--- src/rtl/dpg_pkg.sv ---
package dpg_pkg;
  localparam logic [2:0] ADDR_PERIOD = 3'd0;
  localparam logic [2:0] ADDR_DELAY  = 3'd1;
  localparam logic [2:0] ADDR_WIDTH  = 3'd2;
  localparam logic [2:0] ADDR_GAP    = 3'd3;
  localparam logic [2:0] ADDR_CTRL   = 3'd4;

  typedef struct packed {
    logic neg;
    logic paired;
  } ctrl_t;
endpackage

--- src/rtl/dpg_regs.sv ---
module dpg_regs
  import dpg_pkg::*;
#(
  parameter int CNT_W = 16
) (
  input  logic             clk,
  input  logic             rst,
  input  logic             we,
  input  logic [2:0]       addr,
  input  logic [CNT_W-1:0] wdata,
  output logic [CNT_W-1:0] sh_period,
  output logic [CNT_W-1:0] sh_delay,
  output logic [CNT_W-1:0] sh_width,
  output logic [CNT_W-1:0] sh_gap,
  output ctrl_t            sh_ctrl
);
  always_ff @(posedge clk) begin
    if (rst) begin
      sh_period <= '0;
      sh_delay  <= '0;
      sh_width  <= '0;
      sh_gap    <= '0;
      sh_ctrl   <= '0;
    end else if (we) begin
      case (addr)
        ADDR_PERIOD: sh_period <= wdata;
        ADDR_DELAY:  sh_delay  <= wdata;
        ADDR_WIDTH:  sh_width  <= wdata;
        ADDR_GAP:    sh_gap    <= wdata;
        ADDR_CTRL:   sh_ctrl   <= ctrl_t'(wdata[1:0]);
        default: ;
      endcase
    end
  end
endmodule

--- src/rtl/dpg_timebase.sv ---
module dpg_timebase
  import dpg_pkg::*;
#(
  parameter int CNT_W = 16
) (
  input  logic             clk,
  input  logic             rst,
  input  logic             enable,
  input  logic [CNT_W-1:0] sh_period,
  input  logic [CNT_W-1:0] sh_delay,
  input  logic [CNT_W-1:0] sh_width,
  input  logic [CNT_W-1:0] sh_gap,
  input  ctrl_t            sh_ctrl,
  output logic             run,
  output logic [CNT_W-1:0] cnt,
  output logic [CNT_W-1:0] act_period,
  output logic [CNT_W-1:0] act_delay,
  output logic [CNT_W-1:0] act_width,
  output logic [CNT_W-1:0] act_gap,
  output ctrl_t            act_ctrl,
  output logic             act_ok
);
  localparam int SUM_W = CNT_W + 2;

  logic [SUM_W-1:0] span;
  logic             sh_ok;
  logic             wrap;

  always_comb begin
    span = SUM_W'(sh_delay) + SUM_W'(sh_width);
    if (sh_ctrl.paired) span = span + SUM_W'(sh_gap) + SUM_W'(sh_width);
    sh_ok = span < SUM_W'(sh_period);
    wrap  = (SUM_W'(cnt) + SUM_W'(1)) >= SUM_W'(act_period);
  end

  always_ff @(posedge clk) begin
    if (rst) begin
      run        <= 1'b0;
      cnt        <= '0;
      act_period <= '0;
      act_delay  <= '0;
      act_width  <= '0;
      act_gap    <= '0;
      act_ctrl   <= '0;
      act_ok     <= 1'b0;
    end else if (!enable) begin
      run <= 1'b0;
      cnt <= '0;
    end else if (!run || wrap) begin
      run        <= 1'b1;
      cnt        <= '0;
      act_period <= sh_period;
      act_delay  <= sh_delay;
      act_width  <= sh_width;
      act_gap    <= sh_gap;
      act_ctrl   <= sh_ctrl;
      act_ok     <= sh_ok;
    end else begin
      cnt <= cnt + 1'b1;
    end
  end

  assert_cnt_in_period_R2: assert property (@(posedge clk) disable iff (rst)
    (run && act_ok) |-> (cnt < act_period));
  assert_restart_zero_R10: assert property (@(posedge clk) disable iff (rst)
    $rose(run) |-> (cnt == '0));
  assert_load_at_boundary_R8: assert property (@(posedge clk) disable iff (rst)
    (run && cnt != '0) |-> ($stable(act_width) && $stable(act_delay) && $stable(act_ctrl)));
endmodule

--- src/rtl/dpg_shaper.sv ---
module dpg_shaper
  import dpg_pkg::*;
#(
  parameter int CNT_W = 16
) (
  input  logic             clk,
  input  logic             rst,
  input  logic             run,
  input  logic [CNT_W-1:0] cnt,
  input  logic [CNT_W-1:0] act_delay,
  input  logic [CNT_W-1:0] act_width,
  input  logic [CNT_W-1:0] act_gap,
  input  ctrl_t            act_ctrl,
  input  logic             act_ok,
  input  logic             idle_neg,
  output logic             sync_q,
  output logic             pulse_q,
  output logic             err_q
);
  localparam int SUM_W = CNT_W + 2;

  logic [SUM_W-1:0] c, s1, e1, s2, e2;
  logic             win1, win2, active, neg_sel;

  always_comb begin
    c       = SUM_W'(cnt);
    s1      = SUM_W'(act_delay);
    e1      = s1 + SUM_W'(act_width);
    s2      = e1 + SUM_W'(act_gap);
    e2      = s2 + SUM_W'(act_width);
    win1    = (c >= s1) && (c < e1);
    win2    = act_ctrl.paired && (c >= s2) && (c < e2);
    active  = run && act_ok && (win1 || win2);
    neg_sel = run ? act_ctrl.neg : idle_neg;
  end

  always_ff @(posedge clk) begin
    if (rst) begin
      sync_q  <= 1'b0;
      pulse_q <= 1'b0;
      err_q   <= 1'b0;
    end else begin
      sync_q  <= run && act_ok && (cnt == '0);
      pulse_q <= active ^ neg_sel;
      err_q   <= run && !act_ok;
    end
  end

  assert_err_quiet_R9: assert property (@(posedge clk) disable iff (rst)
    err_q |-> !sync_q);
  assert_idle_level_R10: assert property (@(posedge clk) disable iff (rst)
    !run |=> (pulse_q == $past(idle_neg)) && !sync_q && !err_q);
endmodule

--- src/rtl/dpulse_gen.sv ---
module dpulse_gen
  import dpg_pkg::*;
#(
  parameter int CNT_W = 16
) (
  input  logic             clk,
  input  logic             rst,
  input  logic             enable,
  input  logic             cfg_we,
  input  logic [2:0]       cfg_addr,
  input  logic [CNT_W-1:0] cfg_wdata,
  output logic             sync_o,
  output logic             pulse_o,
  output logic             cfg_err_o
);
  logic [CNT_W-1:0] sh_period, sh_delay, sh_width, sh_gap;
  ctrl_t            sh_ctrl;
  logic             run, act_ok;
  logic [CNT_W-1:0] cnt, act_period, act_delay, act_width, act_gap;
  ctrl_t            act_ctrl;

  dpg_regs #(.CNT_W(CNT_W)) u_regs (
    .clk(clk), .rst(rst), .we(cfg_we), .addr(cfg_addr), .wdata(cfg_wdata),
    .sh_period(sh_period), .sh_delay(sh_delay), .sh_width(sh_width),
    .sh_gap(sh_gap), .sh_ctrl(sh_ctrl)
  );

  dpg_timebase #(.CNT_W(CNT_W)) u_tb (
    .clk(clk), .rst(rst), .enable(enable),
    .sh_period(sh_period), .sh_delay(sh_delay), .sh_width(sh_width),
    .sh_gap(sh_gap), .sh_ctrl(sh_ctrl),
    .run(run), .cnt(cnt), .act_period(act_period), .act_delay(act_delay),
    .act_width(act_width), .act_gap(act_gap), .act_ctrl(act_ctrl), .act_ok(act_ok)
  );

  dpg_shaper #(.CNT_W(CNT_W)) u_shp (
    .clk(clk), .rst(rst), .run(run), .cnt(cnt),
    .act_delay(act_delay), .act_width(act_width), .act_gap(act_gap),
    .act_ctrl(act_ctrl), .act_ok(act_ok), .idle_neg(sh_ctrl.neg),
    .sync_q(sync_o), .pulse_q(pulse_o), .err_q(cfg_err_o)
  );
endmodule

--- config.mk ---
export PLATFORM = sky130hd
export DESIGN_NAME = dpulse_gen
export DESIGN_NICKNAME = d
export VERILOG_FILES = /design/src/rtl/dpg_pkg.sv /design/src/rtl/dpg_regs.sv /design/src/rtl/dpg_timebase.sv /design/src/rtl/dpg_shaper.sv /design/src/rtl/dpulse_gen.sv
export SDC_FILE = /design/constraint.sdc
export NUM_CORES = 1
export LEC_CHECK = 0
export CAP_MARGIN = 40
export CORE_ASPECT_RATIO = 1.4
export CORE_UTILIZATION = 35
export DETAILED_ROUTE_END_ITERATION = 7
export HOLD_SLACK_MARGIN = 0.02
export PLACE_DENSITY = 0.55
export SLEW_MARGIN = 20
export SYNTH_ARGS = -nofsm -noshare
export SYNTH_HDL_FRONTEND = slang
export SYNTH_SLANG_ARGS = --single-unit
--- constraint.sdc ---
create_clock -name clk -period 8.37 [get_ports clk]
set_input_delay 1.674 -clock clk [delete_from_list [all_inputs] [get_ports clk]]
set_output_delay 1.674 -clock clk [all_outputs]
set_load 0.02 [all_outputs]
==> impl_metrics.toml <==
[status]
status = "finished clean"

[clock_tree]
cts_resized = 0
cts_buffers = 17
cts_setup_buffers = 0
cts_root_buf = "clkbuf_16"
clock_latency_ns = 0.43
cts-hold-fix-buffers = 0
clock-sinks = 153
cts_tree = "built"
h-tree-depth = 4
cts_buffer_depth = 2
clk_pin_slew_ns = 0.07

[placed_design]
dpl.hpwl_um = 28200
globalplace.congestion = 0.911
pre_cts_ws_ns = 2.00
post_dp_cell_area_mm2 = 0.0128
io_buffers = 25

[timing]
drv_slew = 0
rsz0062_at_grt = "no"
fin_crit_sh_pct = 75.4
fin_skew_ns = 0.0143
layout_setup_ws_ns = 2.06
worstMarginPinSlew_ns = 0.886
setup_violations = 0
clock.fmax_ghz = 0.158
finalHoldViolations = 0
max_slew_margin_pct = 40.8
period_needed_ns = 6.31
fin_setup_tns_ns = 0

[setup_path]
critPathLaunchType = "flip-flop"
cp_top_family = "compound AO/OA/AOI/OAI gates"
crit_slowest_cell = "fa_1"
cp-end-kind = "flip-flop"
arrival_ns = 6.69
required_ns = 8.75
cp_max_fo = 4
path_class = "flip-flop to flip-flop"
max_stage_delay_ns = 0.39
path_buf_inv = 2

[floorplan]
dieWidth_um = 159
start_util_pct = 35.6
die_y_um = 222
ios = 26
core-area_mm2 = 0.0341
rows = 80
die_area_mm2 = 0.0355

[logic_synthesis]
synth_top_area_share_pct = 25.2
ys_top_cells_by_count = "nand2_1 (211), ha_1 (179), a21oi_1 (168)"
ys_seq_elements = 153
async_flop_share_pct = 0
avgSynthCellArea_um2 = 7.96
synth_area_leader_cell = "dfxtp_1"
yosysUniqueCellTypes = 75
synth-edff-count = 0
synth_flop_cell = "dfxtp_1"
netlist_instances = 1525
synth.most_common_cell = "nand2_1"
ys_top_cells_by_area = "dfxtp_1 (25%), ha_1 (18%), a21oi_1 (6.9%), nand2_1 (6.5%), inv_1 (4.8%)"
netlist_area_mm2 = 0.0121
yosys_warnings = 0
synth_nets = 1747
yosysSeqAreaShare_pct = 25.2

[cells_and_area]
finalNetCount = 1748
drive_gt1_share_pct = 5.39
areaGrowthSynthToFinish_pct = 10.0
stdcell_area_mm2 = 0.0134
n_antenna_cell = 0

[drt]
wl_um = 34700
ant_nets = 0
wire_per_inst_um = 17.4
via_count = 10400
drt_first_pass_iters = 5
drc_errors = 0
via_per_inst = 5.22
drtIter0Drc = 564

[grt]
grt_pass1_vias = 10300
antenna_found_initial = 0
grt_first_pass_wirelength_um = 55500
grt.total_usage_pct = 20.0
grt_max_degree = 66
grt-ovfl-total = 0

[power_and_ir_drop]
ir_drop_mv = 0.127
finalPower_mw = 1.72
power.leakage_nw = 5.72
p_per_area_mw_per_mm2 = 129

[flow_run]
maxCapViolCount = 0

[min_path]
hp-class = "flip-flop to flip-flop"
## per-layer routing
layer	wire, µm	GRT usage (%)	vias to the layer above
met2	18000	37.2	167
met3	632	1.79	43
met1	15100	23.4	4907
met4	944	7.48	0
li1	-	-	5278
met5	0	0	-
## where the power goes
group / total [mW] / leakage [nW] / internal (mW) / switching, mW
sequential: 0.755 / 1.24 / 0.740 / 0.0153
clock: 0.769 / 0.291 / 0.433 / 0.337
combinational: 0.197 / 4.20 / 0.0764 / 0.121
total: 1.72 / 5.72 / 1.25 / 0.473
## placed cells by master (no fill, tap or decap), types with 17 or more instances in the layout
master and n:
nand2_1 211, ha_1 179, a21oi_1 168, inv_1 156, dfxtp_1 153, nand3_1 71, nor2_1 61, o21ai_0 47
xnor2_1 44, a21o_1 42, xor2_1 37, nor2b_1 30, mux2i_1 23, clkdlybuf4s50_1 23, nor3_1 22, nand2b_1 20
fa_1 20, clkbuf_16 17
## through the flow
step                hold WS (ns)  cells  util (%)
floorplan                  0.426   1525         -
global placement           0.446   1957      37.4
detailed placement         0.450   1958      37.4
CTS                        0.461   1990      39.1
global route               0.485   1990      39.1
finish                     0.459   1990      39.1
## path summary, 6_finish.rpt
kind	cells past startpoint	slack, ns	end	from
worst max-delay path	30	2.06	u_shp.pulse_q	u_tb.act_delay[0]
worst min-delay path	2	0.46	u_tb.act_period[14]	u_tb.act_period[14]
worst max register to register	30	2.06	u_shp.pulse_q	u_tb.act_delay[0]
worst min register to register	2	0.46	u_tb.act_period[14]	u_tb.act_period[14]
## registers in the layout (all words and copies together) (netlist names), 16 cells and up
| signal | flops |
|---|---|
| u_regs.sh_delay | 16 |
| u_regs.sh_period | 16 |
| u_regs.sh_gap | 16 |
| u_tb.act_delay | 16 |
| u_regs.sh_width | 16 |
| u_tb.cnt | 16 |
| u_tb.act_width | 16 |
| u_tb.act_period | 16 |
| u_tb.act_gap | 16 |
## area by class of cell
| cell class | count | area [µm²] |
|---|---|---|
| flip-flops and latches | 153 | 3060 |
| clock buffers | 19 | 453 |
| multi-input cells | 1164 | 8260 |
| clock inverters | 13 | 130 |
| inverters | 157 | 589 |
| fillers | 3566 | 20800 |
| well taps | 451 | 564 |
| repair buffers | 33 | 300 |
## cells by family (layout without fill, tap and decap cells)
| family | count (synthesis) | after routing | share of synthesized area (%) |
|---|---|---|---|
| xor+xnor | 81 | 81 | 5.84 |
| compound gates | 370 | 370 | 19.1 |
| buf+inv | 208 | 222 | 6.75 |
| flops | 153 | 153 | 25.2 |
| mux | 25 | 25 | 2.11 |
| fa+ha+maj | 199 | 199 | 21.7 |
| simple gates | 489 | 489 | 19.2 |
## worst min-delay path: cells and delay by family, from the launching register on
kind,cells,cell delay [ns]
AOI/OAI and AO/OA,1,0.05
DFF,1,0.31
and+or+nand+nor,1,0.05
Power figures use the tool's default switching activity.
